File: config.mk
export PLATFORM = sky130hd
export DESIGN_NAME = act_unit
export DESIGN_NICKNAME = d
export VERILOG_FILES = /design/src/rtl/act_pkg.sv /design/src/rtl/act_hsig.sv /design/src/rtl/act_exp.sv /design/src/rtl/act_div.sv /design/src/rtl/act_unit.sv
export SDC_FILE = /design/constraint.sdc
export NUM_CORES = 2
export LEC_CHECK = 0
export ABC_AREA = 1
export CORE_MARGIN = 4
export CORE_UTILIZATION = 32
export DETAILED_ROUTE_END_ITERATION = 8
export PLACE_DENSITY = 0.57
export SKIP_CTS_REPAIR_TIMING = 1
export SLEW_MARGIN = 15
export SYNTH_ARGS = -nofsm -noshare
export SYNTH_HDL_FRONTEND = slang
export SYNTH_HIERARCHICAL = 1
export SYNTH_SLANG_ARGS = --single-unit
File: constraint.sdc
create_clock -name clk -period 14.45 [get_ports clk]
set_input_delay 2.89 -clock clk [delete_from_list [all_inputs] [get_ports clk]]
set_output_delay 2.89 -clock clk [all_outputs]
set_load 0.01 [all_outputs]
File: src/rtl/act_pkg.sv
package act_pkg;
  localparam int XW    = 16;            // operand / result width
  localparam int FRAC  = 12;            // fractional bits of operand
  localparam int ONE   = 1 << FRAC;     // 1.0 in Q4.12
  localparam int MAGW  = FRAC + 2;      // magnitude bits below the 4.0 saturation point
  localparam int TBLF  = 16;            // fractional bits of exponential values
  localparam int EW    = TBLF + 6;      // e^4 < 64 needs six integer bits
  localparam int DW    = EW + 1;        // sum of two exponentials
  localparam int FHB   = 4;             // upper fraction bits used as a table index

  typedef enum logic [1:0] {
    ST_IDLE,
    ST_EXP,
    ST_START,
    ST_WAIT
  } act_state_e;
endpackage

File: src/rtl/act_hsig.sv
module act_hsig
  import act_pkg::*;
(
  input  logic signed [XW-1:0] x,
  output logic        [XW-1:0] y
);
  localparam int XP = XW + 18;
  localparam logic signed [17:0] SLOPE = 18'((1 << 16) / 5);   // 0.2 in 16 fraction bits
  localparam logic signed [XW-1:0] KNEE = XW'(5 << (FRAC - 1)); // 2.5

  logic signed [XP-1:0] prod;
  logic signed [XP-1:0] lin;

  assign prod = XP'(x) * XP'(SLOPE);
  assign lin  = prod >>> 16;

  always_comb begin
    if (x <= -KNEE)     y = '0;
    else if (x >= KNEE) y = XW'(ONE);
    else                y = XW'(ONE / 2) + XW'(lin);
  end
endmodule

File: src/rtl/act_exp.sv
module act_exp
  import act_pkg::*;
#(
  parameter bit NEG = 1'b0
) (
  input  logic [MAGW-1:0] mag,
  output logic [EW-1:0]   e
);
  localparam int NI  = 1 << (MAGW - FRAC);
  localparam int NF  = 1 << FHB;
  localparam int LW  = FRAC - FHB;
  localparam int TNW = TBLF + 5;
  localparam int TFW = TBLF + 2;
  localparam int P1W = TNW + TFW;
  localparam int P2W = EW + FRAC + 1;
  localparam real SGN   = NEG ? -1.0 : 1.0;
  localparam real SCALE = real'(1 << TBLF);

  logic [TNW-1:0] tn [NI];
  logic [TFW-1:0] tf [NF];

  for (genvar g = 0; g < NI; g++) begin : g_tn
    assign tn[g] = TNW'($rtoi($exp(SGN * real'(g)) * SCALE + 0.5));
  end
  for (genvar g = 0; g < NF; g++) begin : g_tf
    assign tf[g] = TFW'($rtoi($exp(SGN * real'(g) / real'(NF)) * SCALE + 0.5));
  end

  logic [MAGW-FRAC-1:0] idx_n;
  logic [FHB-1:0]       idx_f;
  logic [LW-1:0]        low;
  logic [P1W-1:0]       p1;
  logic [EW-1:0]        p;
  logic [FRAC:0]        corr;
  logic [P2W-1:0]       p2;

  assign idx_n = mag[MAGW-1:FRAC];
  assign idx_f = mag[FRAC-1 -: FHB];
  assign low   = mag[LW-1:0];
  assign p1    = P1W'(tn[idx_n]) * P1W'(tf[idx_f]);
  assign p     = EW'(p1 >> TBLF);
  assign corr  = NEG ? (FRAC+1)'(ONE) - (FRAC+1)'(low) : (FRAC+1)'(ONE) + (FRAC+1)'(low);
  assign p2    = P2W'(p) * P2W'(corr);
  assign e     = EW'(p2 >> FRAC);
endmodule

File: src/rtl/act_div.sv
module act_div
  import act_pkg::*;
#(
  parameter int NW = EW,
  parameter int QW = FRAC
) (
  input  logic          clk,
  input  logic          rst_n,
  input  logic          start,
  input  logic [NW-1:0] num,
  input  logic [DW-1:0] den,
  output logic [QW-1:0] quo,
  output logic          done
);
  localparam int CW = $clog2(QW + 1);

  logic [DW-1:0] rem_q, rem_d, den_q, den_d;
  logic [QW-1:0] quo_q, quo_d;
  logic [CW-1:0] cnt_q, cnt_d;
  logic          busy_q, busy_d, done_q, done_d;
  logic [DW:0]   shifted, trial;

  assign shifted = {rem_q, 1'b0};
  assign trial   = shifted - {1'b0, den_q};

  always_comb begin
    rem_d  = rem_q;
    den_d  = den_q;
    quo_d  = quo_q;
    cnt_d  = cnt_q;
    busy_d = busy_q;
    done_d = 1'b0;
    if (start) begin
      rem_d  = DW'(num);
      den_d  = den;
      quo_d  = '0;
      cnt_d  = '0;
      busy_d = 1'b1;
    end else if (busy_q) begin
      if (!trial[DW]) begin
        rem_d = trial[DW-1:0];
        quo_d = {quo_q[QW-2:0], 1'b1};
      end else begin
        rem_d = shifted[DW-1:0];
        quo_d = {quo_q[QW-2:0], 1'b0};
      end
      cnt_d = cnt_q + 1'b1;
      if (cnt_q == CW'(QW - 1)) begin
        busy_d = 1'b0;
        done_d = 1'b1;
      end
    end
  end

  always_ff @(posedge clk or negedge rst_n) begin
    if (!rst_n) begin
      rem_q  <= '0;
      den_q  <= '0;
      quo_q  <= '0;
      cnt_q  <= '0;
      busy_q <= 1'b0;
      done_q <= 1'b0;
    end else begin
      rem_q  <= rem_d;
      den_q  <= den_d;
      quo_q  <= quo_d;
      cnt_q  <= cnt_d;
      busy_q <= busy_d;
      done_q <= done_d;
    end
  end

  assign quo  = quo_q;
  assign done = done_q;

  // the partial remainder never reaches the divisor
  a_r9_rem_below_den: assert property (@(posedge clk) disable iff (!rst_n)
    busy_q |-> (rem_q < den_q));
endmodule

File: src/rtl/act_unit.sv
module act_unit
  import act_pkg::*;
(
  input  logic          clk,
  input  logic          rst_n,
  input  logic          in_valid,
  output logic          in_ready,
  input  logic          in_func,
  input  logic [XW-1:0] in_x,
  output logic          out_valid,
  input  logic          out_ready,
  output logic [XW-1:0] out_y
);
  localparam logic [XW:0] SAT_LIM = (XW+1)'(1 << MAGW);
  localparam logic signed [XW-1:0] POS1 = XW'(ONE);
  localparam logic signed [XW-1:0] NEG1 = -XW'(ONE);

  act_state_e    state_q, state_d;
  logic          kind_q, kind_d, neg_q, neg_d, ov_q, ov_d;
  logic [MAGW-1:0] mag_q, mag_d;
  logic [EW-1:0] a_q, a_d, b_q, b_d;
  logic [XW-1:0] y_q, y_d;

  logic          accept, sat, div_start, div_done;
  logic signed [XW:0] xs;
  logic [XW:0]   mag_w;
  logic [XW-1:0] sig_y, q_ext;
  logic [FRAC-1:0] quo;
  logic [EW-1:0] exp_res [2];

  assign in_ready = (state_q == ST_IDLE) && !ov_q;
  assign accept   = in_valid && in_ready;
  assign xs       = (XW+1)'($signed(in_x));
  assign mag_w    = xs[XW] ? (XW+1)'(-xs) : (XW+1)'(xs);
  assign sat      = mag_w >= SAT_LIM;
  assign div_start = (state_q == ST_START);
  assign q_ext    = XW'(quo);

  act_hsig u_hsig (.x($signed(in_x)), .y(sig_y));

  for (genvar g = 0; g < 2; g++) begin : g_exp
    act_exp #(.NEG(g == 1)) u_exp (.mag(mag_q), .e(exp_res[g]));
  end

  act_div #(.NW(EW), .QW(FRAC)) u_div (
    .clk(clk), .rst_n(rst_n), .start(div_start),
    .num(a_q - b_q), .den(DW'(a_q) + DW'(b_q)),
    .quo(quo), .done(div_done)
  );

  always_comb begin
    state_d = state_q;
    kind_d  = kind_q;
    neg_d   = neg_q;
    mag_d   = mag_q;
    a_d     = a_q;
    b_d     = b_q;
    y_d     = y_q;
    ov_d    = ov_q;
    if (ov_q && out_ready) ov_d = 1'b0;
    case (state_q)
      ST_IDLE: begin
        if (accept) begin
          kind_d = in_func;
          if (!in_func) begin
            y_d  = sig_y;
            ov_d = 1'b1;
          end else if (sat) begin
            y_d  = xs[XW] ? NEG1 : POS1;
            ov_d = 1'b1;
          end else begin
            neg_d   = xs[XW];
            mag_d   = mag_w[MAGW-1:0];
            state_d = ST_EXP;
          end
        end
      end
      ST_EXP: begin
        a_d     = exp_res[0];
        b_d     = exp_res[1];
        state_d = ST_START;
      end
      ST_START: state_d = ST_WAIT;
      ST_WAIT: begin
        if (div_done) begin
          y_d     = neg_q ? -q_ext : q_ext;
          ov_d    = 1'b1;
          state_d = ST_IDLE;
        end
      end
      default: state_d = ST_IDLE;
    endcase
  end

  always_ff @(posedge clk or negedge rst_n) begin
    if (!rst_n) begin
      state_q <= ST_IDLE;
      kind_q  <= 1'b0;
      neg_q   <= 1'b0;
      mag_q   <= '0;
      a_q     <= '0;
      b_q     <= '0;
      y_q     <= '0;
      ov_q    <= 1'b0;
    end else begin
      state_q <= state_d;
      kind_q  <= kind_d;
      neg_q   <= neg_d;
      mag_q   <= mag_d;
      a_q     <= a_d;
      b_q     <= b_d;
      y_q     <= y_d;
      ov_q    <= ov_d;
    end
  end

  assign out_valid = ov_q;
  assign out_y     = y_q;

  // a held result does not change until taken
  a_r2_out_hold: assert property (@(posedge clk) disable iff (!rst_n)
    (out_valid && !out_ready) |=> (out_valid && $stable(out_y)));
  // no new operand while work is pending
  a_r2_busy_blocks: assert property (@(posedge clk) disable iff (!rst_n)
    (state_q != ST_IDLE) |-> !in_ready);
  // hard sigmoid answers on the next edge
  a_r7_sig_one_cycle: assert property (@(posedge clk) disable iff (!rst_n)
    (in_valid && in_ready && !in_func) |=> out_valid);
  // saturated tanh bypasses the divider
  a_r8_sat_bypass: assert property (@(posedge clk) disable iff (!rst_n)
    (in_valid && in_ready && in_func && sat) |=> (out_valid && state_q == ST_IDLE));
  // sigmoid output stays in [0, 1.0]
  a_r6_sig_range: assert property (@(posedge clk) disable iff (!rst_n)
    (out_valid && !kind_q) |-> ($signed(out_y) >= 0 && $signed(out_y) <= POS1));
  // tanh output stays in [-1.0, 1.0]
  a_r9_tanh_range: assert property (@(posedge clk) disable iff (!rst_n)
    (out_valid && kind_q) |-> ($signed(out_y) >= NEG1 && $signed(out_y) <= POS1));
  // stored e^|x| never below e^-|x|
  a_r9_exp_order: assert property (@(posedge clk) disable iff (!rst_n)
    (state_q == ST_START) |-> (a_q >= b_q && b_q != '0));
endmodule

==> metrics.md <==
| Metric | Value |
|---|---|
| TritonCTS clock tree | built |
| DR DRC count | 0 |
| TritonCTS Buffers | 17 |
| Maximum operating frequency | 0.0766 GHz |
| Type of destination of the critical path | register |
| Global-route wire length before repair | 240000 um |
| Total of flip-flops plus latches after synthesis | 142 |
| Post-route minimum period | 13060 ps |
| Setup repair after global routing missed its margin | no |
| WP data required | 14820 ps |
| Most common cell on crit path | sky130_fd_sc_hd__fa_1 |
| Met3 wire length | 6970 um |
| I/O Buffers | 38 |
| Uppermost metal layer occupied by signal nets | met4 |
| Post-synthesis instance total | 6745 |
| Netlist Area Pre-Place | 51100 sq um |
| Overall die width | 408 um |
| Post-detailed-route count of antenna-violating nets | 0 |
| Result of the run | finished clean |
| Final-stage net count | 8255 |
| Number of placed instances, taps included | 8774 |
| Critical path startpoint category | register |
| Routed len/inst | 16.7 um |
| Grt ovf | 0 |
| Tcrit/Tclk final | 0.904 |
| Start-to-end type of the worst setup path | register to register |
| Commonest cells after routing, fill and taps aside | sky130_fd_sc_hd__inv_1 (1818), sky130_fd_sc_hd__nand2_1 (1214), sky130_fd_sc_hd__fa_1 (833), sky130_fd_sc_hd__nor2_1 (714), sky130_fd_sc_hd__ha_1 (678) |
| First-pass iteration count of the detailed router | 6 |
| Reg2Reg Setup Slack | 1390 ps |
| HP Start | u_div/cnt_q[3] |
| Buf/Inv on CP | 10 |
| Critical path fanouts, max | 24 |
| Max-slew violation count | 0 |
| Total number of placement rows | 146 |
| Slew headroom | 0.182 |
| Top delay family on crit path | adder cells |
| Share of flip-flops with an asynchronous set or reset after synthesis | 1.00 |
| Reg2Reg Launch Point | mag_q[11] |
| Leading cell type in the layout, fill and taps excluded | sky130_fd_sc_hd__inv_1 |
| Synthesized area per cell | 7.58 sq um |
| Total routing resource utilization after global routing | 0.179 |
| Initial antenna violation count | 1 |
| Yosys warnings | 6 |
| Peak per-stage delay on the critical path | 1030 ps |
| Area overhead of the layout relative to synthesis | 6.52% |
| Actual slew at the worst max-slew pin | 1220 ps |
| Fraction of layout cells with a size suffix above 1 | 0.0355 |
| Critical Path Slowest Stage Cell | sky130_fd_sc_hd__o21ai_1 |
| Final HPWL DP | 128000 um |
| Number of endpoints with negative hold slack in the final report | 0 |
| Clk sink count | 142 |
| H-tree lvl count | 4 |
| Top-Level Pins | 39 |
| Via density | 4.70 |
| Via total after detailed routing | 41407 |
| Root buffer cell | sky130_fd_sc_hd__clkbuf_16 |
| Total length of routed wires | 147000 um |
| Terminating pin of the worst hold path | u_div/cnt_q[3] |
| Capturing point of the worst reg2reg path | a_q[9] |
| Post-route met1 wirelength | 69600 um |
| Top_reg_cell synth | sky130_fd_sc_hd__dfrtp_1 |
| Max clock buf depth | 2 |
| Clock slew at the register clock pins of the worst setup and hold paths | 80 ps |
| Largest net degree at the start of global routing | 91 |
| Final std cells w/o fill | 8807 |
| HP Class | register to register |
| Initial Utilization | 0.322 |
| Die span in y | 408 um |
| Final standard cell utilization of the core | 0.343 |
| Count of cell types in the netlist | 70 |
| Met2 layer wire length in the routed design | 68600 um |
| Post-synthesis net count | 8279 |
| Violation count after the first detailed-route iteration | 2725 |
| Worst Skew | 29.3 ps |
| Number of stages on the worst hold path | 1 |
| Area of the core | 159000 sq um |
| Worst skew pair latency | 510 ps |
| Final weighted congestion of routability-driven global placement | 0.969 |
| Area of the die | 166000 sq um |
| FF-to-FF path depth | 44 |
| Via count of the first global-routing pass | 43395 |
| Max Cap Viol | 0 |
| Number of flops mapped to enable cells by yosys | 0 |
| Critical path arrival | 13430 ps |
| Total negative setup slack | 0 ps |
| Proportion of synthesized chip area in sequential cells | 0.0695 |
| Number of fill cells in the layout | 16952 |
| Count of final setup violators | 0 |
## kinds of logic after synthesis
group,synth area share
AO/OA/AOI/OAI,0.0710
adder cells (fa/ha/maj),0.493
other,0.0000734
XOR/XNOR,0.0287
buffers and inverters,0.146
flip-flops,0.0695
AND/OR/NAND/NOR,0.187
multiplexers,0.00507
## worst register-to-register path: cells and delay by family, from the launching register on
kind	cells	cell delay [ps]
and+or+nand+nor	10	1810
xor gates and xnor gates	3	920
muxes	1	280
adders and majority gates	13	5850
DFF	1	820
AOI/OAI and AO/OA	7	2250
buffers and inverters	10	1010
## how the worst max path moves through the flow
stage               from       to  slack, ps  cells after the start
6_report       mag_q[11]   a_q[9]       1390                     44
2_1_floorplan  mag_q[12]  a_q[20]       3180                     49
3_5_place_dp    mag_q[8]   a_q[9]       1360                     49
4_1_cts         mag_q[8]   a_q[9]       1350                     49
3_3_place_gp    mag_q[8]  a_q[19]       1360                     50
5_1_grt         mag_q[8]  a_q[20]        610                     53
## cell type report
class	instances	area [sq um]	area share
tap	2072	2590	0.0476
sequential	142	3550	0.0653
antenna	1	2.50	0.0000460
timing repair buffer	68	607	0.0111
clock inverter	12	174	0.00320
multi-input combinational	4641	40100	0.737
inverter	1851	6950	0.128
clock buffer	20	457	0.00839
## metrics by stage
stage | hold WS [ps] | worst slack, ps | cell area (sq um)
final | 467 | 1390 | 54400
after global routing | 495 | 612 | 54400
after CTS | 471 | 1350 | 54400
after detailed placement | 459 | 1360 | 53800
after global placement | 458 | 1360 | 53800
after floorplan | 434 | 3180 | 51100
## registers in the layout (all words and copies together) (netlist names)
register,count
u_div/busy_q,1
neg_q,1
u_div/rem_q,23
u_div/den_q,23
u_div/quo,12
out_valid,1
mag_q,14
a_q,22
u_div/cnt_q,4
b_q,22
out_y,16
state_q,2
u_div/done,1
## per-layer routing
layer	vias to the layer above	global-route usage
met3	123	0.0182
met1	20156	0.252
li1	20082	-
met4	0	0.0305
met5	-	0
met2	1046	0.301
## Yosys cell counts (9+ instances only)
master	number	area, sq um
sky130_fd_sc_hd__o21ai_0	189	946
sky130_fd_sc_hd__a31oi_1	9	56.3
sky130_fd_sc_hd__buf_1	10	37.5
sky130_fd_sc_hd__nor3_1	48	240
sky130_fd_sc_hd__o21ai_1	29	145
sky130_fd_sc_hd__nand2_1	1214	4560
sky130_fd_sc_hd__nand2_2	28	175
sky130_fd_sc_hd__o21bai_1	23	173
sky130_fd_sc_hd__a22oi_1	22	165
sky130_fd_sc_hd__inv_1	1818	6820
sky130_fd_sc_hd__mux2_2	23	259
sky130_fd_sc_hd__nor2_1	716	2690
sky130_fd_sc_hd__nand3b_1	12	90.1
sky130_fd_sc_hd__dfrtp_1	142	3550
sky130_fd_sc_hd__o21a_1	19	143
sky130_fd_sc_hd__a21oi_1	255	1280
sky130_fd_sc_hd__nand4_1	40	250
sky130_fd_sc_hd__or2_1	11	68.8
sky130_fd_sc_hd__nand3_1	176	881
sky130_fd_sc_hd__a21o_1	11	82.6
sky130_fd_sc_hd__xor2_1	99	867
sky130_fd_sc_hd__xnor2_1	35	307
sky130_fd_sc_hd__nor2_2	13	81.3
sky130_fd_sc_hd__o22ai_1	13	81.3
sky130_fd_sc_hd__nor4_1	10	62.6
sky130_fd_sc_hd__ha_1	680	8510
sky130_fd_sc_hd__fa_1	833	16700
sky130_fd_sc_hd__inv_2	26	97.6
sky130_fd_sc_hd__clkbuf_1	65	244
sky130_fd_sc_hd__buf_2	26	130
sky130_fd_sc_hd__or2_2	19	119
Power is left out: the tool's default activity adds up to more than one toggle a clock period on the data nets, which glitch-free logic cannot reach.
